### src/rtl/corr_bp_pkg.sv
package corr_bp_pkg;
    localparam int unsigned PC_W    = 32;
    localparam int unsigned HIST_W  = 2;
    localparam int unsigned IDX_W   = 4;
    localparam int unsigned IDX_LSB = 2;
    localparam int unsigned CNT_W   = 2;

    typedef logic [PC_W-1:0] pc_t;
endpackage

### src/rtl/corr_sat.sv
module corr_sat #(
    parameter int unsigned CTR_BITS = 2
) (
    input  logic [CTR_BITS-1:0] cur,
    input  logic                taken,
    output logic [CTR_BITS-1:0] nxt
);
    localparam logic [CTR_BITS-1:0] CTR_MAX = '1;
    localparam logic [CTR_BITS-1:0] CTR_MIN = '0;
    localparam logic [CTR_BITS-1:0] ONE     = 1;

    always_comb begin
        if (taken) begin
            nxt = (cur == CTR_MAX) ? cur : cur + ONE;
        end else begin
            nxt = (cur == CTR_MIN) ? cur : cur - ONE;
        end
    end
endmodule

### src/rtl/corr_hist.sv
module corr_hist #(
    parameter int unsigned HIST_BITS = 2
) (
    input  logic                 clk,
    input  logic                 rst_n,
    input  logic                 shift_en,
    input  logic                 outcome,
    output logic [HIST_BITS-1:0] hist
);
    typedef struct packed {
        logic [HIST_BITS-1:0] hist;
    } hist_state_t;

    hist_state_t st_d, st_q;

    always_comb begin
        st_d = st_q;
        if (shift_en) begin
            st_d.hist = {st_q.hist[HIST_BITS-2:0], outcome};
        end
    end

    always_ff @(posedge clk or negedge rst_n) begin
        if (!rst_n) begin
            st_q.hist <= '0;
        end else begin
            st_q <= st_d;
        end
    end

    assign hist = st_q.hist;
endmodule

### src/rtl/corr_tables.sv
module corr_tables #(
    parameter int unsigned HIST_BITS = 2,
    parameter int unsigned IDX_BITS  = 4,
    parameter int unsigned CTR_BITS  = 2
) (
    input  logic                 clk,
    input  logic                 rst_n,
    input  logic [HIST_BITS-1:0] rd_tab,
    input  logic [IDX_BITS-1:0]  rd_idx,
    output logic [CTR_BITS-1:0]  rd_ctr,
    input  logic                 wr_en,
    input  logic [HIST_BITS-1:0] wr_tab,
    input  logic [IDX_BITS-1:0]  wr_idx,
    input  logic                 wr_taken
);
    localparam int unsigned NTAB = 1 << HIST_BITS;
    localparam int unsigned NENT = 1 << IDX_BITS;
    localparam logic [CTR_BITS-1:0] CTR_INIT = {1'b0, {(CTR_BITS-1){1'b1}}};

    typedef struct packed {
        logic [NTAB-1:0][NENT-1:0][CTR_BITS-1:0] ctr;
    } tab_state_t;

    tab_state_t st_d, st_q;

    logic [NTAB-1:0][CTR_BITS-1:0] tab_rd;
    logic [CTR_BITS-1:0]           wr_cur;
    logic [CTR_BITS-1:0]           wr_nxt;

    for (genvar t = 0; t < NTAB; t++) begin : g_tab_rd
        assign tab_rd[t] = st_q.ctr[t][rd_idx];
    end

    assign rd_ctr = tab_rd[rd_tab];
    assign wr_cur = st_q.ctr[wr_tab][wr_idx];

    corr_sat #(.CTR_BITS(CTR_BITS)) u_sat (
        .cur   (wr_cur),
        .taken (wr_taken),
        .nxt   (wr_nxt)
    );

    always_comb begin
        st_d = st_q;
        if (wr_en) begin
            st_d.ctr[wr_tab][wr_idx] = wr_nxt;
        end
    end

    always_ff @(posedge clk or negedge rst_n) begin
        if (!rst_n) begin
            st_q.ctr <= {(NTAB*NENT){CTR_INIT}};
        end else begin
            st_q <= st_d;
        end
    end
endmodule

### src/rtl/corr_predictor.sv
module corr_predictor
    import corr_bp_pkg::*;
#(
    parameter int unsigned HIST_BITS = HIST_W,
    parameter int unsigned IDX_BITS  = IDX_W,
    parameter int unsigned IDX_BASE  = IDX_LSB,
    parameter int unsigned CTR_BITS  = CNT_W
) (
    input  logic            clk,
    input  logic            rst_n,
    input  logic [PC_W-1:0] pred_pc,
    output logic            pred_taken,
    input  logic            upd_valid,
    input  logic [PC_W-1:0] upd_pc,
    input  logic            upd_taken
);
    localparam int unsigned IDX_TOP = IDX_BASE + IDX_BITS;

    logic [HIST_BITS-1:0] hist_cur;
    logic [IDX_BITS-1:0]  rd_idx;
    logic [IDX_BITS-1:0]  wr_idx;
    logic [CTR_BITS-1:0]  rd_ctr;
    logic                 unused_pc_bits;

    assign rd_idx = pred_pc[IDX_BASE +: IDX_BITS];
    assign wr_idx = upd_pc[IDX_BASE +: IDX_BITS];
    assign unused_pc_bits = ^{pred_pc[PC_W-1:IDX_TOP], pred_pc[IDX_BASE-1:0],
                              upd_pc[PC_W-1:IDX_TOP],  upd_pc[IDX_BASE-1:0]};

    corr_hist #(.HIST_BITS(HIST_BITS)) u_hist (
        .clk      (clk),
        .rst_n    (rst_n),
        .shift_en (upd_valid),
        .outcome  (upd_taken),
        .hist     (hist_cur)
    );

    corr_tables #(
        .HIST_BITS (HIST_BITS),
        .IDX_BITS  (IDX_BITS),
        .CTR_BITS  (CTR_BITS)
    ) u_tab (
        .clk      (clk),
        .rst_n    (rst_n),
        .rd_tab   (hist_cur),
        .rd_idx   (rd_idx),
        .rd_ctr   (rd_ctr),
        .wr_en    (upd_valid),
        .wr_tab   (hist_cur),
        .wr_idx   (wr_idx),
        .wr_taken (upd_taken)
    );

    assign pred_taken = rd_ctr[CTR_BITS-1];
endmodule

### config.mk
export PLATFORM = sky130hd
export DESIGN_NAME = corr_predictor
export DESIGN_NICKNAME = d
export VERILOG_FILES = /design/src/rtl/corr_bp_pkg.sv /design/src/rtl/corr_sat.sv /design/src/rtl/corr_hist.sv /design/src/rtl/corr_tables.sv /design/src/rtl/corr_predictor.sv
export SDC_FILE = /design/constraint.sdc
export NUM_CORES = 1
export LEC_CHECK = 0
export BUFFER_PORTS_ARGS = -buffer_cell sky130_fd_sc_hd__clkbuf_2
export CORE_AREA = 2 2 149 151
export DETAILED_ROUTE_END_ITERATION = 6
export DIE_AREA = 0 0 151 153
export GPL_ROUTABILITY_DRIVEN = 0
export GPL_TIMING_DRIVEN = 0
export HOLD_SLACK_MARGIN = 0.08
export PLACE_DENSITY_LB_ADDON = 0.1
export SLEW_MARGIN = 30
export SYNTH_ARGS = -nofsm -noshare
export SYNTH_HDL_FRONTEND = slang
export SYNTH_HIERARCHICAL = 1
export SYNTH_SLANG_ARGS = --single-unit
### constraint.sdc
create_clock -name clk -period 9.95 [get_ports clk]
set_input_delay 0.995 -clock clk [delete_from_list [all_inputs] [get_ports clk]]
set_output_delay 0.995 -clock clk [all_outputs]
set_load 0.03 [all_outputs]
Yosys cells after proc, flatten, opt, wreduce, memory -nomap -nowiden --
Index checks and enable logic that the tools add are counted. W data, S select, Z words.
Cells by class: $add $sub $neg 2, order comparisons 5, equal/unequal tests 1, multiplexer cells 22, reductions and logical operators 3
Operators with widths (number):
- $bwmux W128 | 1
- $bmux W32 S2 | 1
- $demux W32 S2 | 1
- $mux W32 | 2
- $bmux W2 S4 | 5
- $mux W2 | 10
- $lt A4 B5 Y1 const B | 2
- $demux W2 S4 | 1
- $bmux W2 S2 | 1
- $ge A4 B1 Y1 const B | 1
- $lt A2 B3 Y1 const B | 1
- $add A2 B1 Y2 const B | 1
- $eq A2 B2 Y1 const B | 1
- $ge A2 B1 Y1 const B | 1
- $logic_and A1 B1 Y1 | 2
- $logic_not A2 Y1 | 1
- $sub A2 B1 Y2 const B | 1
Word-level totals: bits in registers 130

Longest topological paths before layout --
depth in word-level cells 8, mapped depth 13, depth with buffers taken out 8

By module --
The synthesis kept the hierarchy.
By module, submodules not included:
- corr_tables | times used 1, cells an instance 543, area an instance 7337.0 um^2, seq. area each 3283.1 um^2
- corr_hist | times used 1, cells an instance 4, area an instance 72.6 um^2, seq. area each 50.0 um^2
- corr_sat | times used 1, cells an instance 3, area an instance 26.3 um^2, seq. area each 0.0 um^2

Least setup slack after synthesis --
OpenSTA, ideal clock, no wires.
path type input port to output port, from input port pred_pc[2], to output port pred_taken, arrival 2876 ps, data required time 8955 ps, slack 6079 ps, stages 8, buffers on the path 3, path through buf_2 > buf_4 > buf_2 > mux4_2 > o22ai_1 > a211oi_1 > nand3_1 > o21ai_0
Between the ends: cells in the longest elaborated chain, start to end 4, elaborated cells between the ends (all ways) 10
Ends and longest elaborated chain:
- start, declared | RTL line corr_predictor.sv:11 | input logic [PC_W-1:0] pred_pc,
- $bmux W2 S4 | RTL line corr_tables.sv:31 | assign tab_rd[t] = st_q.ctr[t][rd_idx];
- $mux W2 (not written as such) | RTL line corr_tables.sv:31
- $bmux W2 S2 * | RTL line corr_tables.sv:34 | assign rd_ctr = tab_rd[rd_tab];
- $mux W2 (not written as such) * | RTL line corr_tables.sv:34
- end, declared | RTL line corr_predictor.sv:12 | output logic pred_taken,
Every way passes the cells marked *; elsewhere a longest branch is shown, timed or not. The select of a mux whose other input is x is not followed.

Final worst setup path --
from register, netlist name u_hist/hist[1], to register u_tab/st_q[34] (netlist name)
Between the ends: cells in the longest elaborated chain, start to end 8, elaborated cells between the ends (all ways) 17
Ends and longest elaborated chain:
- $bmux W32 S2 * | RTL line corr_tables.sv:35 | assign wr_cur = st_q.ctr[wr_tab][wr_idx];
- $mux W32 (not written as such) * | RTL line corr_tables.sv:35
- $bmux W2 S4 * | RTL line corr_tables.sv:35
- $mux W2 (not written as such) * | RTL line corr_tables.sv:35
- via u_tab.wr_cur[0] | RTL line corr_tables.sv:27 | logic [CTR_BITS-1:0] wr_cur;
- $sub A2 B1 Y2 (tied with other cells) | RTL line corr_sat.sv:16 | nxt = (cur == CTR_MIN) ? cur : cur - ONE;
- $mux W2 (on tied branches) | RTL line corr_sat.sv:16, corr_sat.sv:14
- $mux W2 * | RTL line corr_sat.sv:13 | if (taken) begin
- via u_tab.wr_nxt[0] | RTL line corr_tables.sv:28 | logic [CTR_BITS-1:0] wr_nxt;
- $bwmux W128 * | RTL line corr_tables.sv:46 | st_d.ctr[wr_tab][wr_idx] = wr_nxt;
- end signal, assigned | RTL line corr_tables.sv:54 | st_q <= st_d;
- end, declared | RTL line corr_tables.sv:24 | tab_state_t st_d, st_q;
Mark *: on every way through the listed nets, which the timed path passes. The rest lies on a longest branch. The select of a mux whose other input is x is not followed. A chain may end at the register's enable or synchronous reset.

==> flow_summary.rst <==
.. list-table::
   :header-rows: 1

   * - Metric
     - Value
   * - Worst stage delay on the critical path
     - 770 ps
   * - Initial Utilization
     - 32.3%
   * - CTS H-tree lvls
     - 4
   * - Maximum clock frequency
     - 180 MHz
   * - Post-CTS Repair Setup Buffers
     - 0
   * - Worst slew pin tran
     - 950 ps
   * - Count of standard-cell rows
     - 54
   * - Period utilisation layout
     - 55.9%
   * - Overall via count from detail_route
     - 4,643
   * - Worst Hold Class
     - reg -> reg
   * - Count of final max-slew check failures
     - 0
   * - Share of total power in sequential cells
     - 41.2%
   * - Detailed Route WL
     - 21,900 µm
   * - Warning count from the yosys run
     - 6
   * - Area used by sequential logic in the layout
     - 0.00333 mm²
   * - Number of diodes
     - 0
   * - Fraction of power spent switching nets
     - 27.6%
   * - Count of antenna-violating nets left after detailed routing
     - 0
   * - Port Buffer Count
     - 9
   * - Final setup vio count
     - 0
   * - Result of the run
     - completed
   * - Average instance area after synthesis
     - 13.5 µm²
   * - Final #Nets
     - 610
   * - Via count of the first global-routing pass
     - 4,885
   * - Total count of hold-check failures in the final report
     - 0
   * - Core Box Area
     - 0.0215 mm²
   * - Number of violations of the max-capacitance limit
     - 0
   * - Master of the slowest instance on the critical path
     - clkbuf_1
   * - Critical Setup Path Class
     - reg -> reg
   * - Horizontal die dimension
     - 151 µm
   * - Critical Path AT
     - 5920 ps
   * - Wire per inst
     - 26.2 µm
   * - Number of violations reported at the end of detailed-routing iteration 0
     - 348
   * - Area of the die
     - 0.0231 mm²
   * - Share of post-route cells with drive strength above 1
     - 53.0%
   * - Most frequent cells in the layout
     - mux2_2 (131), dfrtp_1 (66), dfstp_2 (64)
   * - Most frequent cell on the critical path
     - clkbuf_1
   * - Synthesized Nets
     - 581
   * - Count of TritonRoute iterations in the first routing pass
     - 5
   * - Worst max-slew margin expressed relative to the limit
     - 36.7%
   * - Kind of cell adding the most delay to the critical path
     - buffers and inverters
   * - Leakage dissipation
     - 3.33 nW
   * - Leading cell type in the layout, fill and taps excluded
     - mux2_2
   * - Clock tree from TritonCTS
     - yes
   * - Growth of design area from synthesis to finish
     - 15.4%
   * - Detail Placement HPWL
     - 15,700 µm
   * - Internal
     - 1.18 mW
   * - Fraction of power consumed by combinational cells
     - 17.1%
   * - Worst VDD drop
     - 100 µV
   * - Count of filler cells inserted in the layout
     - 2,121
   * - Post-synth design cell area
     - 0.00694 mm²
   * - Clock slew at the register clock pins of the worst setup and hold paths
     - 60 ps
   * - Power density cells
     - 204 mW/mm²
   * - Summed area of non-filler cells in the final layout
     - 0.00801 mm²
   * - GRT Total Usage
     - 20.1%
   * - Number of instances in the synthesized netlist
     - 513
   * - Via count normalized by instance count
     - 5.56
   * - Grt ovf
     - 0
   * - Die height
     - 153 µm
   * - Multi-input gate area in the final layout
     - 0.00340 mm²
   * - Cell chosen for the clock root
     - clkbuf_16
   * - Max Fanout on Critical Path
     - 10
   * - Ports placed on the boundary
     - 69
   * - Shortest period the worst path allows
     - 5560 ps
   * - Nature of the critical path endpoint
     - register
   * - Unrepaired setup endpoints after global routing
     - no
   * - Cell Chain, Critical Path
     - clkbuf_1 > buf_1 > clkbuf_1 > mux4_2 > a21oi_1 > nand3_1 > or4_1 > inv_1 > maj3_2 > buf_1 > clkbuf_1 > mux2_2
   * - Worst Path Required
     - 10,310 ps
   * - Initial antenna violation count
     - 0
   * - Filler-free cell count of the finished design
     - 835
   * - Wire length of the first global-routing pass
     - 33,000 µm
   * - Number of hold buffers added after CTS
     - 0
   * - Crit path buffers/inverters
     - 6
   * - Quantity of gates resized following cts
     - 0
   * - Share of power burned in the clock network
     - 41.7%
   * - Count of unresolved DRC violations after routing
     - 0
   * - Sink count of the clock tree
     - 130
   * - Kind of start point of the critical path
     - register
   * - Clock insertion delay at the later pin of the skew report
     - 430 ps
   * - Switching pwr
     - 0.451 mW
   * - Final setup skew
     - 8.79 ps
   * - DP Area
     - 0.00737 mm²
   * - Final setup TNS
     - 0 ps
   * - Num CTS Buffers
     - 17
   * - Maximum buffer depth of the clock tree
     - 2
   * - Pin count of the biggest net entering global routing
     - 73
   * - Total instance count after detailed placement
     - 803
power groups by stage:
stage | Combinational (mW) | Sequential (mW) | Clock (mW)
3_5_place_dp | 0.281 | 0.680 | 0
5_1_grt | 0.298 | 0.681 | 0.719
4_1_cts | 0.282 | 0.672 | 0.697
2_1_floorplan | 0.183 | 0.661 | 0
3_3_place_gp | 0.278 | 0.678 | 0
6_report | 0.279 | 0.673 | 0.681
metal layers:
metal | share of wire [%] | track usage [%]
met1 | 46 | 28.4
met2 | 48 | 31.9
met3 | 4.8 | 3.25
met4 | 2.1 | 5.65
met5 | 0 | 0
final cells by class:
class	count	share of cell area (%)
multi-input cells	336	42.4
flip-flops and latches	130	41.6
clock buffers	18	5.48
well taps	280	4.38
clock inverters	14	2.47
plain buffers	43	2.44
repair buffers	10	1.02
inverters	4	0.188
final timing paths:
path / start / end / slack [ps] / cells past startpoint
worst max-delay path: u_hist/hist[1] / u_tab/st_q[34] / 4390 / 12
worst min-delay path: u_tab/st_q[35] / u_tab/st_q[35] / 530 / 1
worst max register to register: u_hist/hist[1] / u_tab/st_q[34] / 4390 / 12
worst min register to register: u_tab/st_q[35] / u_tab/st_q[35] / 530 / 1
max in group asynchronous: rst_n / u_tab/st_q[124] / 8640 / 2
min in group asynchronous: rst_n / u_tab/st_q[103] / 540 / 1
sequential cells by signal (all words and copies together), names as in the netlist:
register,count
u_hist/hist,2
u_tab/st_q,128
worst reg2reg max path, cell delays in order, from the launching register on:
cell and delay, ps:
dfrtp_1 380, clkbuf_1 620, buf_1 690, clkbuf_1 700
mux4_2 450, a21oi_1 160, nand3_1 150, or4_1 610
inv_1 90, maj3_2 170, buf_1 410, clkbuf_1 770
mux2_2 310
through the flow:
stage / hold slack [ps] / util [%] / worst slack, ps / power [mW]
final: 531 / 37.3 / 4390 / 1.63
after global routing: 555 / 37.3 / 4290 / 1.70
after CTS: 533 / 37.3 / 4440 / 1.65
after detailed placement: 520 / 34.3 / 4450 / 0.961
after global placement: 522 / 34.1 / 4450 / 0.955
after floorplan: 488 / - / 6290 / 0.843
(Power assumes the default switching activity.)
